File: config.mk
export PLATFORM = sky130hd
export DESIGN_NAME = mxp_reg_front
export DESIGN_NICKNAME = d
export VERILOG_FILES = /design/src/rtl/mxp_pkg.sv /design/src/rtl/mxp_ctrl_edge.sv /design/src/rtl/mxp_engine_stub.sv /design/src/rtl/mxp_opbank.sv /design/src/rtl/mxp_reg_front.sv
export SDC_FILE = /design/constraint.sdc
export NUM_CORES = 2
export LEC_CHECK = 0
export BUFFER_PORTS_ARGS = -buffer_cell sky130_fd_sc_hd__buf_2
export CORE_MARGIN = 4
export CORE_UTILIZATION = 64
export DETAILED_ROUTE_END_ITERATION = 16
export GPL_ROUTABILITY_DRIVEN = 1
export PLACE_DENSITY = 0.8
export SLEW_MARGIN = 20
export SYNTH_ARGS = -nofsm -noshare
export SYNTH_HDL_FRONTEND = slang
export SYNTH_HIERARCHICAL = 1
export SYNTH_SLANG_ARGS = --single-unit
export TNS_END_PERCENT = 50
File: constraint.sdc
create_clock -name clk -period 4.4 [get_ports clk]
set_input_delay 0.88 -clock clk [delete_from_list [all_inputs] [get_ports clk]]
set_output_delay 0.88 -clock clk [all_outputs]
set_load 0.01 [all_outputs]
File: src/rtl/mxp_pkg.sv
package mxp_pkg;
  localparam int ADDR_W = 12;
  localparam int RIDX_W = 9;

  localparam logic [31:0] ID_WORD0 = 32'h6D6F6465;
  localparam logic [31:0] ID_WORD1 = 32'h78706137;
  localparam logic [31:0] ID_VER   = 32'h302E3230;

  localparam logic [RIDX_W-1:0] REG_ID0  = 9'h000;
  localparam logic [RIDX_W-1:0] REG_ID1  = 9'h001;
  localparam logic [RIDX_W-1:0] REG_VER  = 9'h002;
  localparam logic [RIDX_W-1:0] REG_CTRL = 9'h008;
  localparam logic [RIDX_W-1:0] REG_STAT = 9'h009;
  localparam logic [RIDX_W-1:0] REG_MODE = 9'h010;
  localparam logic [RIDX_W-1:0] REG_MODW = 9'h011;
  localparam logic [RIDX_W-1:0] REG_EXPW = 9'h012;
  localparam logic [RIDX_W-1:0] REG_CAPB = 9'h013;
  localparam logic [RIDX_W-1:0] REG_CAPA = 9'h014;

  localparam logic [1:0] BANK_RES = 2'd3;

  typedef enum logic [1:0] {
    ST_IDLE  = 2'd0,
    ST_WAIT  = 2'd1,
    ST_WRITE = 2'd2
  } eng_state_e;
endpackage

File: src/rtl/mxp_ctrl_edge.sv
module mxp_ctrl_edge (
  input  logic       clk,
  input  logic       rst_n,
  input  logic       ctl_we,
  input  logic [1:0] ctl_wdata,
  input  logic       eng_busy,
  output logic [1:0] ctl_q,
  output logic       start_init,
  output logic       start_next
);
  logic [1:0] ctl_r;
  logic [1:0] rise;
  logic       blocked;
  logic       st_init_r;
  logic       st_next_r;

  always_comb begin
    rise    = ctl_wdata & ~ctl_r;
    // a pulse still in flight counts as busy: the engine sees it one edge later
    blocked = eng_busy | st_init_r | st_next_r;
  end

  always_ff @(posedge clk or negedge rst_n) begin
    if (!rst_n) begin
      ctl_r     <= '0;
      st_init_r <= 1'b0;
      st_next_r <= 1'b0;
    end else begin
      st_init_r <= ctl_we & rise[0] & ~blocked;
      st_next_r <= ctl_we & rise[1] & ~rise[0] & ~blocked;
      if (ctl_we) ctl_r <= ctl_wdata;
    end
  end

  assign ctl_q      = ctl_r;
  assign start_init = st_init_r;
  assign start_next = st_next_r;

  AST_ONE_START: assert property (@(posedge clk) disable iff (!rst_n)
    $onehot0({start_init, start_next}));
  AST_INIT_PULSE: assert property (@(posedge clk) disable iff (!rst_n)
    start_init |=> !start_init);
  AST_NEXT_PULSE: assert property (@(posedge clk) disable iff (!rst_n)
    start_next |=> !start_next);
endmodule

File: src/rtl/mxp_engine_stub.sv
module mxp_engine_stub #(
  parameter int NWORDS = 16,
  parameter int IW     = 4,
  parameter int DELAY  = 20
) (
  input  logic          clk,
  input  logic          rst_n,
  input  logic          start_init,
  input  logic          start_next,
  output logic          busy,
  output logic          writing,
  output logic          done_init,
  output logic          done_next,
  output logic [IW-1:0] eng_idx,
  input  logic [31:0]   opnd_mod,
  input  logic [31:0]   opnd_msg,
  input  logic [31:0]   opnd_exp,
  output logic          res_we,
  output logic [IW-1:0] res_idx,
  output logic [31:0]   res_wdata
);
  import mxp_pkg::*;

  localparam int CNT_W = $clog2(DELAY + 1) + 1;

  eng_state_e    state_q;
  logic [CNT_W-1:0] cnt_q;
  logic          op_next_q;
  logic [IW-1:0] idx_q;
  logic          done_init_q;
  logic          done_next_q;

  always_ff @(posedge clk or negedge rst_n) begin
    if (!rst_n) begin
      state_q     <= ST_IDLE;
      cnt_q       <= '0;
      op_next_q   <= 1'b0;
      idx_q       <= '0;
      done_init_q <= 1'b0;
      done_next_q <= 1'b0;
    end else begin
      done_init_q <= 1'b0;
      done_next_q <= 1'b0;
      case (state_q)
        ST_IDLE: begin
          if (start_init || start_next) begin
            state_q   <= ST_WAIT;
            cnt_q     <= CNT_W'(DELAY);
            op_next_q <= start_next;
            idx_q     <= '0;
          end
        end
        ST_WAIT: begin
          if (cnt_q <= CNT_W'(1)) begin
            if (op_next_q) begin
              state_q <= ST_WRITE;
            end else begin
              state_q     <= ST_IDLE;
              done_init_q <= 1'b1;
            end
          end else begin
            cnt_q <= cnt_q - CNT_W'(1);
          end
        end
        ST_WRITE: begin
          if (idx_q == IW'(NWORDS - 1)) begin
            state_q     <= ST_IDLE;
            done_next_q <= 1'b1;
          end else begin
            idx_q <= idx_q + IW'(1);
          end
        end
        default: state_q <= ST_IDLE;
      endcase
    end
  end

  assign busy      = (state_q != ST_IDLE);
  assign writing   = (state_q == ST_WRITE);
  assign done_init = done_init_q;
  assign done_next = done_next_q;
  assign eng_idx   = idx_q;
  assign res_we    = writing;
  assign res_idx   = idx_q;
  assign res_wdata = opnd_mod ^ opnd_msg ^ opnd_exp ^ 32'(idx_q);

  AST_START_IDLE: assert property (@(posedge clk) disable iff (!rst_n)
    (start_init || start_next) |-> (state_q == ST_IDLE));
  AST_DONE_PULSE: assert property (@(posedge clk) disable iff (!rst_n)
    done_init |=> !done_init);
  AST_RES_RANGE: assert property (@(posedge clk) disable iff (!rst_n)
    res_we |-> (32'(res_idx) < NWORDS));
endmodule

File: src/rtl/mxp_opbank.sv
module mxp_opbank #(
  parameter int NWORDS = 16,
  parameter int IW     = 4
) (
  input  logic          clk,
  input  logic          rst_n,
  input  logic          bus_we,
  input  logic [1:0]    bus_bank,
  input  logic [IW-1:0] bus_idx,
  input  logic [31:0]   bus_wdata,
  input  logic [1:0]    rd_bank,
  input  logic [IW-1:0] rd_idx,
  output logic [31:0]   rd_data,
  input  logic [IW-1:0] eng_idx,
  output logic [31:0]   eng_mod,
  output logic [31:0]   eng_msg,
  output logic [31:0]   eng_exp,
  input  logic          res_we,
  input  logic [IW-1:0] res_idx,
  input  logic [31:0]   res_wdata
);
  import mxp_pkg::*;

  logic [31:0] bank_rd  [4];
  logic [31:0] bank_eng [3];

  for (genvar k = 0; k < 4; k++) begin : g_bank
    logic [31:0]   words_q [NWORDS];
    logic          wr_en;
    logic [IW-1:0] wr_idx;
    logic [31:0]   wr_data;

    if (k == 3) begin : g_res
      assign wr_en   = res_we;
      assign wr_idx  = res_idx;
      assign wr_data = res_wdata;
    end else begin : g_opnd
      assign wr_en       = bus_we && (bus_bank == 2'(k));
      assign wr_idx      = bus_idx;
      assign wr_data     = bus_wdata;
      assign bank_eng[k] = words_q[eng_idx];
    end

    always_ff @(posedge clk or negedge rst_n) begin
      if (!rst_n) begin
        for (int i = 0; i < NWORDS; i++) words_q[i] <= '0;
      end else if (wr_en) begin
        words_q[wr_idx] <= wr_data;
      end
    end

    assign bank_rd[k] = words_q[rd_idx];
  end

  assign rd_data = bank_rd[rd_bank];
  assign eng_mod = bank_eng[0];
  assign eng_msg = bank_eng[1];
  assign eng_exp = bank_eng[2];

  AST_BUS_NO_RES: assert property (@(posedge clk) disable iff (!rst_n)
    bus_we |-> (bus_bank != BANK_RES));
  AST_WR_EXCL: assert property (@(posedge clk) disable iff (!rst_n)
    res_we |-> !bus_we);
endmodule

File: src/rtl/mxp_reg_front.sv
module mxp_reg_front #(
  parameter int MAX_BITS   = 512,
  parameter int ARRAY_BITS = 64,
  parameter int ENG_DELAY  = 20
) (
  input  logic        clk,
  input  logic        rst_n,
  input  logic        req_valid,
  output logic        req_ready,
  input  logic        req_write,
  input  logic [11:0] req_addr,
  input  logic [31:0] req_wdata,
  output logic        rsp_valid,
  output logic [31:0] rsp_rdata
);
  import mxp_pkg::*;

  localparam int NWORDS = MAX_BITS / 32;
  localparam int IW     = (NWORDS > 1) ? $clog2(NWORDS) : 1;

  logic              acc;
  logic              is_win;
  logic [1:0]        win_bank;
  logic [6:0]        win_word;
  logic              in_rng;
  logic [RIDX_W-1:0] reg_idx;
  logic              unused_lo;

  logic        win_we;
  logic        ctl_we;
  logic [31:0] win_rd;
  logic [31:0] reg_rd;
  logic [31:0] rd_next;

  logic [1:0]  ctl_q;
  logic        start_init, start_next;
  logic        eng_busy, eng_writing, done_init, done_next;
  logic [IW-1:0] eng_idx, res_idx;
  logic [31:0] eng_mod, eng_msg, eng_exp, res_wdata;
  logic        res_we;

  logic        ready_q, valid_q, crt_q;
  logic [31:0] modw_q, expw_q;
  logic        rsp_valid_q;
  logic [31:0] rsp_data_q;

  assign unused_lo = ^req_addr[1:0];
  assign req_ready = ~eng_writing;
  assign acc       = req_valid & req_ready;
  assign is_win    = req_addr[11];
  assign win_bank  = req_addr[10:9];
  assign win_word  = req_addr[8:2];
  assign in_rng    = (32'(win_word) < NWORDS);
  assign reg_idx   = req_addr[10:2];

  assign win_we = acc & req_write & is_win & in_rng & (win_bank != BANK_RES);
  assign ctl_we = acc & req_write & ~is_win & (reg_idx == REG_CTRL);

  mxp_ctrl_edge u_ctrl (
    .clk        (clk),
    .rst_n      (rst_n),
    .ctl_we     (ctl_we),
    .ctl_wdata  (req_wdata[1:0]),
    .eng_busy   (eng_busy),
    .ctl_q      (ctl_q),
    .start_init (start_init),
    .start_next (start_next)
  );

  mxp_engine_stub #(.NWORDS(NWORDS), .IW(IW), .DELAY(ENG_DELAY)) u_eng (
    .clk        (clk),
    .rst_n      (rst_n),
    .start_init (start_init),
    .start_next (start_next),
    .busy       (eng_busy),
    .writing    (eng_writing),
    .done_init  (done_init),
    .done_next  (done_next),
    .eng_idx    (eng_idx),
    .opnd_mod   (eng_mod),
    .opnd_msg   (eng_msg),
    .opnd_exp   (eng_exp),
    .res_we     (res_we),
    .res_idx    (res_idx),
    .res_wdata  (res_wdata)
  );

  mxp_opbank #(.NWORDS(NWORDS), .IW(IW)) u_bank (
    .clk       (clk),
    .rst_n     (rst_n),
    .bus_we    (win_we),
    .bus_bank  (win_bank),
    .bus_idx   (win_word[IW-1:0]),
    .bus_wdata (req_wdata),
    .rd_bank   (win_bank),
    .rd_idx    (win_word[IW-1:0]),
    .rd_data   (win_rd),
    .eng_idx   (eng_idx),
    .eng_mod   (eng_mod),
    .eng_msg   (eng_msg),
    .eng_exp   (eng_exp),
    .res_we    (res_we),
    .res_idx   (res_idx),
    .res_wdata (res_wdata)
  );

  always_comb begin
    reg_rd = '0;
    case (reg_idx)
      REG_ID0:  reg_rd = ID_WORD0;
      REG_ID1:  reg_rd = ID_WORD1;
      REG_VER:  reg_rd = ID_VER;
      REG_CTRL: reg_rd = {30'b0, ctl_q};
      REG_STAT: reg_rd = {30'b0, valid_q, ready_q};
      REG_MODE: reg_rd = {30'b0, crt_q, 1'b0};
      REG_MODW: reg_rd = modw_q;
      REG_EXPW: reg_rd = expw_q;
      REG_CAPB: reg_rd = 32'(MAX_BITS);
      REG_CAPA: reg_rd = 32'(ARRAY_BITS);
      default:  reg_rd = '0;
    endcase
    if (is_win) rd_next = in_rng ? win_rd : '0;
    else        rd_next = reg_rd;
  end

  always_ff @(posedge clk or negedge rst_n) begin
    if (!rst_n) begin
      ready_q     <= 1'b0;
      valid_q     <= 1'b0;
      crt_q       <= 1'b0;
      modw_q      <= '0;
      expw_q      <= '0;
      rsp_valid_q <= 1'b0;
      rsp_data_q  <= '0;
    end else begin
      // a fresh start wins over a completion landing on the same edge
      if (start_init)     ready_q <= 1'b0;
      else if (done_init) ready_q <= 1'b1;
      if (start_next)     valid_q <= 1'b0;
      else if (done_next) valid_q <= 1'b1;

      if (acc && req_write && !is_win) begin
        case (reg_idx)
          REG_MODE: crt_q  <= req_wdata[1];
          REG_MODW: modw_q <= req_wdata;
          REG_EXPW: expw_q <= req_wdata;
          default: ;
        endcase
      end

      rsp_valid_q <= acc & ~req_write;
      if (acc && !req_write) rsp_data_q <= rd_next;
    end
  end

  assign rsp_valid = rsp_valid_q;
  assign rsp_rdata = rsp_data_q;

  AST_RSP_FOLLOWS: assert property (@(posedge clk) disable iff (!rst_n)
    (acc && !req_write) |=> rsp_valid);
  AST_RSP_ONLY: assert property (@(posedge clk) disable iff (!rst_n)
    rsp_valid |-> $past(acc && !req_write));
  AST_READY_CLR: assert property (@(posedge clk) disable iff (!rst_n)
    start_init |=> !ready_q);
  AST_VALID_CLR: assert property (@(posedge clk) disable iff (!rst_n)
    start_next |=> !valid_q);
  AST_STALL_BUSY: assert property (@(posedge clk) disable iff (!rst_n)
    !req_ready |-> eng_busy);
endmodule

==> impl_metrics.yaml <==
run_status:
  status: "finished clean"
clock_tree:
  htreeDepth: 4
  root_buffer: "clkbuf_16"
  cts_tree: "done"
  clock-sinks: 2167
  clock_latency_ns: 0.87
  cts_buffers: 219
  cts_buffer_depth: 3
  ctsResizeCount: 0
  clkTransAtPathRegs_ns: 0.06
global_routing:
  grt_pass1_wl_um: 472000
  grt_max_degree: 132
  gr-total-overflow: 0
  grt_pass1_vias: 70800
  grt_antenna_before_repair: 23
  grt_use_total_pct: 35.6
sta:
  post-route-period-util_pct: 89.7
  maxSlewViolCount: 0
  finalSetupViolCount: 0
  tns_ns: 0
  setup_ws_ns: 0.452
  slew_headroom_pct: 23.7
  worst_slew_pin_slew_ns: 1.14
  hold_viol: 0
  fin_skew_ns: 0.0586
  layout_min_cycle_time_ns: 3.95
  rsz0062_at_grt: "false"
  fmax_ghz: 0.253
power:
  p_per_area_nw_per_um2: 340
  vdd_drop_max_uv: 376
  leakage_nw: 57.5
  power_mw: 41.7
floorplanning:
  die_area_um2: 179000
  floorplan.rows: 152
  io-pin-count: 82
  core_um2: 171000
  fp.dieH_um: 423
  dieWidth_um: 423
  start_util_pct: 64.3
setup_path:
  ff2ff_path_depth: 6
  worstPathRequired_ns: 5.18
  ff2ff_setup_slack_ns: 0.45
  path_class: "reg -> reg"
  critPathArrivalTime_ns: 4.73
  critPathMaxFanout: 47
  r2r_end: "u_bank/g_bank[3].words_q[233]"
  start_kind: "flop"
  startpoint: "u_eng/eng_idx[0]"
  cp-end-kind: "flop"
  rr_startpoint: "u_eng/eng_idx[0]"
  endpoint: "u_bank/g_bank[3].words_q[233]"
logic_synthesis:
  yosysMostFrequentCell: "dfrtp_1"
  yosys_warnings: 6
  synthSimpleGateAreaFrac_pct: 1.24
  yosysSeqAreaShare_pct: 49.2
  synth_nets: 6936
  synthFlopType: "dfrtp_1"
  syn_area_per_cell_um2: 16.0
  synth_compound_area_share_pct: 2.01
  synthTopCellsByCount: "2167 x dfrtp_1, 1945 x mux2_2, 1017 x mux4_2"
  synth_seq_cells: 2167
  synth-edff-count: 0
  syn_area_um2: 110000
  synth_area_leaders: "dfrtp_1 49%, mux4_2 21%, mux2_2 20%"
  synth_mux_area_share_pct: 44.1
  async_flop_share_pct: 100
  synth_top_family_by_area: "multiplexers"
  yosysTopAreaCell: "dfrtp_1"
  synth_xor_area_share_pct: 0.540
  synth.distinct_cells: 70
  yosys.area_share.adder_pct: 0.0341
  synth_top_area_share_pct: 49.2
  synthCells: 6885
routing:
  vias_per_cell: 7.21
  ant_nets: 0
  wl_per_cell_um: 33.5
  wl_um: 313000
  remaining_drc_errors: 0
  dr.first_iter.drc_count: 7167
  first_pass_iters: 6
  via_count: 67300
placement:
  io_buffers: 79
  dp_slack_ns: 0.479
  dpl.hpwl_um: 198000
  gp_congestion: 0.875
  dpl.cell_count: 8920
flow_run:
  maxCapViolCount: 0
finish:
  regArea_um2: 54200
  multiInputGateArea_um2: 53200
  final_cells: 9341
  nets: 6884
  syn_to_final_growth_pct: 11.5
  layout-drive-gt1-share_pct: 55.2
  nFillCells: 10600
min_path:
  hp-class: "reg -> reg"
## power by group
part,internal [mW],switching (mW),total (mW)
clock,11.5,8.09,19.6
combinational,0.631,1.43,2.06
sequential,20.0,0.0796,20.1
total,32.1,9.60,41.7
## through the flow
step	hold WS (ns)	util [%]	instance area, um^2
after floorplan	0.436	-	110000
after global placement	0.453	67.2	115000
after detailed placement	0.456	67.2	115000
after CTS	0.468	71.6	123000
after global routing	0.487	71.7	123000
final	0.462	71.7	123000
## routing by layer
layer | wire length (um) | GRT usage, % | vias to the layer above
li1 | - | - | 26500
met1 | 119000 | 49.1 | 36600
met2 | 146000 | 54.1 | 3438
met3 | 33000 | 10.1 | 773
met4 | 14100 | 14.9 | 14
met5 | 96 | 0 | -
## cells by family (layout without fill, tap and decap cells)
group / count (synthesis) / after routing
mux: 3317 / 3317
compound gates: 339 / 339
simple gates: 269 / 269
xor+xnor: 68 / 68
other cells: 0 / 17
buf+inv: 722 / 851
flops: 2167 / 2167
fa+ha+maj: 3 / 3
## layout make-up
type / instances / share of cell area [%]
Sequential cell: 2167 / 44.2
Antenna cell: 17 / 0.0346
Clock buffer: 333 / 5.44
Timing Repair Buffer: 438 / 3.91
Tap cell: 2310 / 2.35
Inverter: 11 / 0.0336
Multi-Input combinational cell: 3996 / 43.3
Clock inverter: 69 / 0.789
## worst min-delay path by stage
stage               startpoint           endpoint  slack [ns]  cells after the start
6_report       u_ctrl/ctl_q[1]  u_ctrl/start_next        0.46                      1
5_1_grt        u_ctrl/ctl_q[1]  u_ctrl/start_next        0.49                      1
4_1_cts        u_ctrl/ctl_q[1]  u_ctrl/start_next        0.47                      1
3_5_place_dp   u_eng/done_next            valid_q        0.46                      2
3_3_place_gp   u_ctrl/ctl_q[1]  u_ctrl/start_next        0.45                      1
2_1_floorplan  u_ctrl/ctl_q[1]  u_ctrl/start_next        0.44                      1
## critical path, stage by stage (launching register included)
cell and delay [ns]:
dfrtp_4 0.77, buf_12 0.38, mux4_2 0.58, mux4_2 0.60, xnor2_1 0.19, xnor2_1 0.87, mux2_2 0.32
## timing repair
item                                   4_1_cts  5_1_grt
setup buffers                                0        0
hold buffers                                 1        0
endpoints found under the hold margin        2        0
## cell usage in the layout (no fill, tap or decap), drive strengths merged, types with 18 or more instances in the layout
| cell type | n |
|---|---|
| a22oi | 121 |
| buf | 437 |
| a21oi | 90 |
| inv | 18 |
| mux2i | 167 |
| mux4 | 1017 |
| nor2 | 51 |
| xnor2 | 64 |
| dfrtp | 2167 |
| mux2 | 2133 |
| clkbuf | 333 |
| o21ai | 62 |
| nor2b | 22 |
| nand2 | 111 |
| clkinv | 42 |
## registers in the layout, summed over array words and instances (netlist names), 2 cells and up
name	flops
u_bank/g_bank.words_q	2048
rsp_rdata	32
modw_q	32
u_eng/eng_idx	4
u_eng/state_q	2
u_ctrl/ctl_q	2
u_eng/cnt_q	6
expw_q	32
No activity file was read; power rests on OpenSTA's default activity.
